--- src/rtl/gk_pkg.sv ---
package gk_pkg;
  localparam int unsigned GK_MAX_FILT = 4;
  localparam int unsigned GK_WORD_W   = 32;
  localparam int unsigned GK_REQ_LSB  = 0;
  localparam int unsigned GK_STAT_LSB = 16;
endpackage

--- src/rtl/gk_txn_counter.sv ---
module gk_txn_counter #(
  parameter int unsigned CNT_W = 4
) (
  input  logic clk,
  input  logic rst_n,
  input  logic inc,
  input  logic dec,
  output logic idle,
  output logic full
);
  localparam logic [CNT_W-1:0] CNT_MAX = {CNT_W{1'b1}};
  localparam logic [CNT_W-1:0] CNT_ONE = {{(CNT_W-1){1'b0}}, 1'b1};

  logic [CNT_W-1:0] cnt_q;
  logic [CNT_W-1:0] cnt_d;
  logic             dec_eff;
  logic             cnt_en;

  // a completion against an empty count is dropped
  assign dec_eff = dec && (cnt_q != '0);
  assign cnt_en  = inc ^ dec_eff;

  always_comb begin
    cnt_d = cnt_q;
    if (inc && !dec_eff)      cnt_d = cnt_q + CNT_ONE;
    else if (dec_eff && !inc) cnt_d = cnt_q - CNT_ONE;
  end

  always_ff @(posedge clk or negedge rst_n) begin
    if (!rst_n)      cnt_q <= '0;
    else if (cnt_en) cnt_q <= cnt_d;
  end

  assign idle = (cnt_q == '0);
  assign full = (cnt_q == CNT_MAX);
endmodule

--- src/rtl/gk_gate_cell.sv ---
module gk_gate_cell (
  input  logic clk,
  input  logic rst_n,
  input  logic open_req,
  input  logic drained,
  input  logic cnt_full,
  input  logic txn_req,
  output logic gate_open,
  output logic txn_accept
);
  logic stat_q;
  logic stat_d;
  logic stat_en;

  // status moves toward the request only with nothing in flight
  assign stat_en = drained && (open_req != stat_q);
  assign stat_d  = open_req;

  always_ff @(posedge clk or negedge rst_n) begin
    if (!rst_n)       stat_q <= 1'b0;
    else if (stat_en) stat_q <= stat_d;
  end

  assign gate_open  = stat_q;
  assign txn_accept = txn_req && open_req && stat_q && !cnt_full;
endmodule

--- src/rtl/gk_reg_port.sv ---
module gk_reg_port
  import gk_pkg::*;
#(
  parameter int unsigned NUM_FILT = 4
) (
  input  logic                 clk,
  input  logic                 rst_n,
  input  logic                 reg_we,
  input  logic [GK_WORD_W-1:0] reg_wdata,
  input  logic [NUM_FILT-1:0]  gate_stat,
  output logic [NUM_FILT-1:0]  open_req,
  output logic [GK_WORD_W-1:0] reg_rdata
);
  logic [NUM_FILT-1:0] req_q;
  logic [NUM_FILT-1:0] req_d;
  logic                wdata_unused;

  assign req_d        = reg_wdata[GK_REQ_LSB +: NUM_FILT];
  assign wdata_unused = ^reg_wdata[GK_WORD_W-1:NUM_FILT];

  always_ff @(posedge clk or negedge rst_n) begin
    if (!rst_n)      req_q <= '0;
    else if (reg_we) req_q <= req_d;
  end

  always_comb begin
    reg_rdata                           = '0;
    reg_rdata[GK_REQ_LSB  +: NUM_FILT]  = req_q;
    reg_rdata[GK_STAT_LSB +: NUM_FILT]  = gate_stat;
  end

  assign open_req = req_q;
endmodule

--- src/rtl/filter_gatekeeper.sv ---
module filter_gatekeeper
  import gk_pkg::*;
#(
  parameter int unsigned NUM_FILT = 4,
  parameter int unsigned CNT_W    = 4
) (
  input  logic                 clk,
  input  logic                 rst_n,
  input  logic                 reg_we,
  input  logic [GK_WORD_W-1:0] reg_wdata,
  output logic [GK_WORD_W-1:0] reg_rdata,
  input  logic [NUM_FILT-1:0]  txn_req,
  input  logic [NUM_FILT-1:0]  txn_done,
  output logic [NUM_FILT-1:0]  txn_accept
);
  logic [1:0]          rst_sync_q;
  logic                rst_sync_n;
  logic [NUM_FILT-1:0] open_req;
  logic [NUM_FILT-1:0] gate_stat;
  logic [NUM_FILT-1:0] drained;
  logic [NUM_FILT-1:0] cnt_full;

  always_ff @(posedge clk or negedge rst_n) begin
    if (!rst_n) rst_sync_q <= 2'b00;
    else        rst_sync_q <= {rst_sync_q[0], 1'b1};
  end
  assign rst_sync_n = rst_sync_q[1];

  gk_reg_port #(.NUM_FILT(NUM_FILT)) u_regs (
    .clk       (clk),
    .rst_n     (rst_sync_n),
    .reg_we    (reg_we),
    .reg_wdata (reg_wdata),
    .gate_stat (gate_stat),
    .open_req  (open_req),
    .reg_rdata (reg_rdata)
  );

  for (genvar gi = 0; gi < NUM_FILT; gi++) begin : g_filt
    gk_txn_counter #(.CNT_W(CNT_W)) u_cnt (
      .clk   (clk),
      .rst_n (rst_sync_n),
      .inc   (txn_accept[gi]),
      .dec   (txn_done[gi]),
      .idle  (drained[gi]),
      .full  (cnt_full[gi])
    );

    gk_gate_cell u_gate (
      .clk        (clk),
      .rst_n      (rst_sync_n),
      .open_req   (open_req[gi]),
      .drained    (drained[gi]),
      .cnt_full   (cnt_full[gi]),
      .txn_req    (txn_req[gi]),
      .gate_open  (gate_stat[gi]),
      .txn_accept (txn_accept[gi])
    );
  end
endmodule

--- config.mk ---
export PLATFORM = sky130hd
export DESIGN_NAME = filter_gatekeeper
export DESIGN_NICKNAME = d
export VERILOG_FILES = /design/src/rtl/gk_pkg.sv /design/src/rtl/gk_txn_counter.sv /design/src/rtl/gk_gate_cell.sv /design/src/rtl/gk_reg_port.sv /design/src/rtl/filter_gatekeeper.sv
export SDC_FILE = /design/constraint.sdc
export NUM_CORES = 1
export LEC_CHECK = 0
export BUFFER_PORTS_ARGS = -buffer_cell sky130_fd_sc_hd__buf_2
export CORE_ASPECT_RATIO = 0.75
export CORE_MARGIN = 2
export CORE_UTILIZATION = 52
export CTS_CLUSTER_SIZE = 16
export DETAILED_ROUTE_END_ITERATION = 16
export GPL_TIMING_DRIVEN = 0
export PLACE_DENSITY_LB_ADDON = 0.2
export SETUP_SLACK_MARGIN = 0.02
export SLEW_MARGIN = 25
export SYNTH_ARGS = -nofsm -noshare
export SYNTH_HDL_FRONTEND = slang
export SYNTH_SLANG_ARGS = --single-unit
--- constraint.sdc ---
create_clock -name clk -period 1.42 [get_ports clk]
set_input_delay 0.213 -clock clk [delete_from_list [all_inputs] [get_ports clk]]
set_output_delay 0.213 -clock clk [all_outputs]
set_load 0.02 [all_outputs]
==> results of run 1 <==
## power groups by stage
stage          combinational [W]  clock (W)  sequential, W
2_1_floorplan            0.00223          0        0.00147
3_3_place_gp             0.00257          0        0.00156
3_5_place_dp             0.00262          0        0.00157
4_1_cts                  0.00337   0.000632        0.00161
5_1_grt                  0.00434   0.000655        0.00168
6_report                 0.00403   0.000631        0.00164
## final timing paths
check / endpoint / slack [ps] / depth (start not counted)
setup / recovery: g_filt[3].u_cnt.cnt_q[3]$_DFFE_PN0P_ / -750 / 8
hold / removal: u_regs.open_req[0]$_DFFE_PN0P_ / 150 / 2
setup reg to reg: g_filt[3].u_cnt.cnt_q[3]$_DFFE_PN0P_ / -750 / 8
hold reg to reg: g_filt[0].u_gate.gate_open$_DFFE_PN0P_ / 250 / 0
max in group asynchronous: g_filt[2].u_cnt.cnt_q[2]$_DFFE_PN0P_ / 770 / 0
min in group asynchronous: rst_sync_q[1]$_DFF_PN0_ / 240 / 2
## cell type report
cell class | instances | area, µm²
plain buffers | 35 | 270
clock buffers | 3 | 41.3
clock inverters | 1 | 30.0
fillers | 201 | 617
inverters | 4 | 25.0
multi-input cells | 137 | 1400
flip-flops and latches | 26 | 671
well taps | 52 | 65.1
repair buffers | 72 | 522
## routing by layer
layer / routed length, µm / vias to the layer above / GRT usage (%)
li1: - / 798 / -
met1: 2140 / 795 / 29.3
met2: 2330 / 66 / 36.0
met3: 320 / 11 / 5.48
met4: 73 / 0 / 3.32
met5: 0 / - / 0
## flip-flops by register name, indices dropped and copies added (netlist names)
signal                   cells
g_filt.u_cnt.cnt_q          16
u_regs.open_req              4
g_filt.u_gate.gate_open      4
rst_sync_q                   2
## what timing repair did
action / in CTS / in global routing
cloned: 0 / 0
buffers inserted: 28 / 17
setup endpoints to repair: 20 / 20
hold endpoints to repair: 2 / 0
pin swaps: 9 / 8
gates resized for setup: 42 / 18
hold buffers: 1 / 0
## synth_stat cells (4+ instances only)
cell	count	share of area, %
a41oi_1	4	1.8
buf_4	36	14
ha_1	12	7.6
nor3_1	4	1.0
mux2_2	11	6.3
xnor2_1	8	3.6
nand3b_1	4	1.5
a2111o_1	4	2.3
inv_1	4	0.76
mux2i_1	4	2.0
or3_1	4	1.3
nand2_1	8	1.5
dfrtp_1	26	33
or4_4	4	2.3
o211ai_2	8	5.1
nor4_2	4	2.5
nand2b_1	4	1.3
fa_1	4	4.1
nand3_1	12	3.1
a21oi_1	8	2.0
o21ai_0	4	1.0
## through the flow
stage	instances	util, %	total power (W)	setup slack, ps	setup TNS (ps)
6_report	330	83.0	0.00630	-751	-7170
4_1_cts	314	77.7	0.00561	-692	-6900
5_1_grt	330	83.0	0.00667	-801	-8260
3_3_place_gp	285	66.1	0.00413	-858	-8190
3_5_place_dp	285	66.1	0.00419	-863	-8390
2_1_floorplan	207	-	0.00370	-703	-6180
## cell families after synthesis
kind of cell / after synthesis / share of synthesized area, %
other cells: 2 / 0.382
compound gates: 28 / 12.2
mux: 16 / 8.92
buf+inv: 44 / 15.5
xor+xnor: 8 / 3.57
flops: 26 / 33.1
simple gates: 44 / 14.5
fa+ha+maj: 16 / 11.7
==> summary.md, run 1 <==
| Metric | Value |
|---|---|
| Final WS setup | `-751 ps` |
| WL/cell | `14.7 µm` |
| Remaining routing DRC violations | `0` |
| Die Area | `4290 µm²` |
| Most common cell after layout, fill and taps aside | `buf_4` |
| Total routed wirelength | `4860 µm` |
| Reg-to-Reg Start | `g_filt[3].u_cnt.cnt_q[2]$_DFFE_PN0P_` |
| Skew-Pair Late Insertion Delay | `290 ps` |
| Largest net degree at the start of global routing | `25` |
| VDD IR max | `1.57 mV` |
| CP peak stage delay | `460 ps` |
| Root Driver | `clkbuf_8` |
| Mapped Area | `1960 µm²` |
| Layout cells sized above 1 | `66.2%` |
| Beginning of the critical path | `g_filt[3].u_cnt.cnt_q[2]$_DFFE_PN0P_` |
| First DRT Iteration DRCs | `60` |
| CP Max Fanout | `5` |
| Post-synth cell types | `25` |
| Via Count | `1670` |
| Setup repair after global routing missed its margin | `yes` |
| 1st-pass router iterations | `4` |
| N_diodes | `0` |
| Worst-path cell chain | `nor4_4 -> nand2b_4 -> ha_4 -> inv_4 -> ha_4 -> a21oi_1 -> a2111o_1 -> o211ai_2` |
| Die height | `57.2 µm` |
| Final Skew | `9.35 ps` |
| Routability Congestion | `0.821` |
| Combinational Power Share | `64.0%` |
| Rows | `19` |
| Crit share post-route | `153%` |
| First-pass GRT wire length | `7080 µm` |
| Failing checks | `negative setup slack` |
| Post-Syn Instances | `184` |
| Initial core utilization | `54.0%` |
| Most frequent cells in the layout | `buf_4, conb_1, buf_2, dfrtp_2, buf_6` |
| Total gr overflow | `0` |
| GR Util All Layers | `21.7%` |
| Vias/cell | `5.06` |
| Net Sw Frac | `40.3%` |
| Worst setup EP type | `register` |
| Crit path top cell by count | `ha_4` |
| Slowest cell on the critical path | `dfrtp_2` |
| Finished Cell Area | `3020 µm²` |
| Area delta synth->final | `53.8%` |
| Pint | `0.00376 W` |
| Vias in the first global route | `1567` |
| Outcome | `complete, but fails checks` |
| Seq pwr share | `26.0%` |
| Top delay family on crit path | `compound AO/OA/AOI/OAI gates` |
| Buffers & Inverters on Critical Path | `1` |
| Worst hold margin | `149 ps` |
| CTS tree | `built` |
| Number of nets in the final layout | `338` |
| CTS Buf Count | `3` |
| Clock tree buffer depth | `2` |
| Synth Flop Type | `dfrtp_1` |
| I/O pin count | `79` |
| Finish-stage setup viols | `16` |
| Async set-reset flop share out of synthesis | `100%` |
| Die width | `75.0 µm` |
| Switch Pwr | `0.00254 W` |
| Worst setup path category | `reg2reg` |
| DP HPWL | `2550 µm` |
| Hold_sp | `reg_wdata[0]` |
| Worst-Margin Slew | `544 ps` |
| Max H-tree Level | `1` |
| Clock net sink count | `26` |
| Static Leakage | `1.34 nW` |
| Max-cap violations | `0` |
| Post-DRT Antenna Nets | `0` |
| Core Area | `3640 µm²` |
| Achievable frequency | `461 MHz` |
| Synthesis Warnings | `0` |
| Clk pwr share | `10.0%` |
| Initial antenna violation count | `0` |
| Syn_area_per_cell | `10.7 µm²` |
| Area post-placement | `2400 µm²` |
| Crit path time final | `2170 ps` |
| Input/output buffers | `26` |
| Flops & latches, synth | `26` |
| Crit path DAT | `2380 ps` |
| Min-delay worst type | `in2reg` |
| Startpoint types | `register` |
| Power density over cell area | `2090 nW/µm²` |
| Max_slew headroom | `63.7%` |
| Sequential area share after synthesis | `33.1%` |
| WP data required | `1630 ps` |
| Clk pin slew, worst setup/hold paths | `90 ps` |
| Post-synth EDFFs | `0` |
| Final hold vios | `0` |
| Final Max Slew Viols | `0` |
Power figures use the tool's default switching activity.
==> run 2: changes to the inputs <==
--- a/config.mk
+++ b/config.mk
@@ -5,10 +5,11 @@
 export SDC_FILE = /design/constraint.sdc
 export NUM_CORES = 1
 export LEC_CHECK = 0
+export ABC_AREA = 1
 export BUFFER_PORTS_ARGS = -buffer_cell sky130_fd_sc_hd__buf_2
 export CORE_ASPECT_RATIO = 0.75
 export CORE_MARGIN = 2
-export CORE_UTILIZATION = 52
+export CORE_UTILIZATION = 51
 export CTS_CLUSTER_SIZE = 16
 export DETAILED_ROUTE_END_ITERATION = 16
 export GPL_TIMING_DRIVEN = 0
==> run 2 against run 1 <==
Effect of this change:
- the flow still finishes with violations (negative setup slack)
- synthesized area shrank 7.8%
- register-to-register slack better by 380 ps
- worst setup slack gained 380 ps
- clock-buffer cell count unchanged
- synthesized cell count rose by 18%
- die area shrank 5.7%
- hold slack lost 13 ps
- via count increased by 0.84%
- combinational power shrank 11%
- largest cell class unchanged
- highest routed layer unchanged
==> summary.md, run 2 <==
| Metric | Value |
|---|---|
| Outcome | `complete, but fails checks` |
| Failing checks | `negative setup slack` |
| Max H-tree Level | `1` |
| Initial antenna violation count | `0` |
| Worst-path cell chain | `nand3_2 -> a41oi_2 -> ha_2 -> inv_4 -> ha_4 -> or2_1 -> nand2_1 -> nand2_1 -> nand3_1 -> nand2_1` |
| Biggest register | `g_filt.u_cnt.cnt_q` |
| Most frequent cell after synthesis | `nand2_1` |
| CTS tree | `built` |
| Synthesis Warnings | `0` |
| Top delay family on crit path | `simple AND/OR/NAND/NOR gates` |
| Area fraction of the dominant cell type after synthesis | `35.9%` |
| Synth Flop Type | `dfrtp_1` |
| Worst setup path category | `reg2reg` |
| Largest net degree at the start of global routing | `25` |
| Largest register FFs | `16` |
| Crit path top cell by count | `nand2_1` |
| Synth top area cells | `dfrtp_1, buf_4, nand2_1` |
| Via Count | `1684` |
| Root Driver | `clkbuf_8` |
| Sequential area share after synthesis | `35.9%` |
| Crit path DAT | `1980 ps` |
| Synth Area in Simple Gates | `20.0%` |
| Flops & latches, synth | `26` |
| Placed insts | `307` |
| Skew-Pair Late Insertion Delay | `280 ps` |
| Synth Area in Adders | `12.7%` |
| Synth top cells by count | `nand2_1, buf_4, dfrtp_1, inv_1, nand3_1` |
| Largest family of logic cells by synthesized area | `simple AND/OR/NAND/NOR gates` |
| Finish-stage setup viols | `17` |
| Final hold vios | `0` |
| Slowest cell on the critical path | `dfrtp_1` |
| WP data required | `1610 ps` |
| Final core occ | `83.0%` |
| Post-Syn Instances | `218` |
| Max-cap violations | `0` |
| Static Leakage | `1.43 nW` |
| Input/output buffers | `26` |
| Vias/cell | `4.76` |
| Crit share post-route | `126%` |
| Fillers | `197` |
| Final Skew | `10.2 ps` |
| Area delta synth->final | `52.9%` |
| Layout cells sized above 1 | `52.2%` |
| Power density over cell area | `2070 nW/µm²` |
| Post-DRT Antenna Nets | `0` |
| First-pass GRT wire length | `6790 µm` |
| Die Area | `4050 µm²` |
| Rows | `18` |
| CP peak stage delay | `410 ps` |
| Achievable frequency | `557 MHz` |
| Final Max Slew Viols | `0` |
| CP Max Fanout | `4` |
| 1st-pass router iterations | `5` |
| Fin cells | `354` |
| Total gr overflow | `0` |
| Total routed wirelength | `4800 µm` |
| Startpoint types | `register` |
| DP HPWL | `2600 µm` |
| Min-delay worst type | `in2reg` |
| Crit path time final | `1790 ps` |
| Initial core utilization | `54.3%` |
| Syn_area_per_cell | `8.30 µm²` |
| Synth Area in XOR/XNOR | `6.77%` |
| Clk pin slew, worst setup/hold paths | `100 ps` |
| Worst-Margin Slew | `543 ps` |
| Most frequent cells in the layout | `buf_4, nand2_1, conb_1, buf_2, dfrtp_2` |
| Most common cell after layout, fill and taps aside | `buf_4` |
| Max_slew headroom | `63.8%` |
| N_diodes | `0` |
| Die width | `72.8 µm` |
| Post-synth cell types | `15` |
| FF/Latch Area | `669 µm²` |
| Total negative setup slack | `-3870 ps` |
| Worst setup EP type | `register` |
| Routability Congestion | `0.828` |
| Area leader, netlist | `dfrtp_1` |
| GR Util All Layers | `21.3%` |
| Area of the multi-input gates | `1150 µm²` |
| First DRT Iteration DRCs | `92` |
| Synth Area in Compound Gates | `6.36%` |
| CTS Buf Count | `3` |
| Remaining routing DRC violations | `0` |
| Final WS setup | `-374 ps` |
| Vias in the first global route | `1490` |
| Core Area | `3330 µm²` |
| Die height | `55.6 µm` |
| WL/cell | `13.6 µm` |
| Mapped Area | `1810 µm²` |
| Multiplexer share of the synthesized area | `0%` |
| Number of nets in the final layout | `374` |
| Async set-reset flop share out of synthesis | `100%` |
| Buffers & Inverters on Critical Path | `1` |
| Post-synth EDFFs | `0` |
| VDD IR max | `1.47 mV` |
| Clock net sink count | `26` |
| Clock tree buffer depth | `2` |
| Setup repair after global routing missed its margin | `yes` |
| I/O pin count | `79` |
## run 2: timing repair
item / in CTS / in global routing
endpoints found under the setup margin: 16 / 16
gates resized for setup: 23 / 27
pin swaps: 21 / 16
setup buffers: 39 / 11
hold endpoints to repair: 2 / 0
hold buffers: 1 / 0
## run 2: routing by layer
| layer | track usage [%] | vias to the layer above | routed length (µm) | share of wire [%] |
|---|---|---|---|---|
| li1 | - | 826 | - | - |
| met1 | 27.7 | 768 | 1940 | 40 |
| met2 | 36.0 | 74 | 2470 | 51 |
| met3 | 4.35 | 16 | 245 | 5.1 |
| met4 | 5.82 | 0 | 146 | 3.0 |
| met5 | 0 | - | 0 | 0 |
## run 2: worst paths after layout
path / from / endpoint / slack [ps] / depth (start not counted)
max in group asynchronous: rst_sync_q[1]$_DFF_PN0_ / g_filt[2].u_cnt.cnt_q[0]$_DFFE_PN0P_ / 770 / 0
worst max register to register: u_regs.open_req[1]$_DFFE_PN0P_ / g_filt[1].u_cnt.cnt_q[3]$_DFFE_PN0P_ / -370 / 10
worst min register to register: rst_sync_q[1]$_DFF_PN0_ / g_filt[3].u_cnt.cnt_q[3]$_DFFE_PN0P_ / 250 / 0
min in group asynchronous: rst_n / rst_sync_q[1]$_DFF_PN0_ / 240 / 2
worst max-delay path: u_regs.open_req[1]$_DFFE_PN0P_ / g_filt[1].u_cnt.cnt_q[3]$_DFFE_PN0P_ / -370 / 10
worst min-delay path: reg_wdata[3] / u_regs.open_req[3]$_DFFE_PN0P_ / 140 / 3
## run 2: cell families after synthesis
| family | Yosys count |
|---|---|
| buf+inv | 50 |
| other cells | 2 |
| xor+xnor | 14 |
| flops | 26 |
| simple gates | 90 |
| compound gates | 20 |
| fa+ha+maj | 16 |
## run 2: stage by stage
stage               power (W)  worst slack (ps)  area (µm²)  hold WS, ps
detailed placement    0.00381              -442        2190         4.66
CTS                   0.00509              -308        2590          132
global route          0.00613              -452        2770          146
floorplan             0.00332              -274        2010        -82.6
finish                0.00572              -374        2770          136
global placement      0.00371              -378        2190       -0.111
## run 2: power by group
part           switching, W  total (W)  internal [W]
registers          0.000422    0.00151       0.00109
logic               0.00169    0.00358       0.00189
clock network      0.000253   0.000631      0.000378
## run 2: worst register-to-register path, stage by stage (launching register included)
cell	delay (ps)
dfrtp_1	410
nand3_2	80
a41oi_2	220
ha_2	250
inv_4	60
ha_4	230
or2_1	210
nand2_1	50
nand2_1	50
nand3_1	70
nand2_1	50
## run 2: area by class of cell
class / count / share of cell area, %
Clock buffer: 3 / 1.49
Timing Repair Buffer: 73 / 18.9
Inverter: 14 / 2.17
Buffer: 32 / 8.68
Multi-Input combinational cell: 165 / 41.6
Sequential cell: 26 / 24.2
Tap cell: 40 / 1.81
Clock inverter: 1 / 1.08
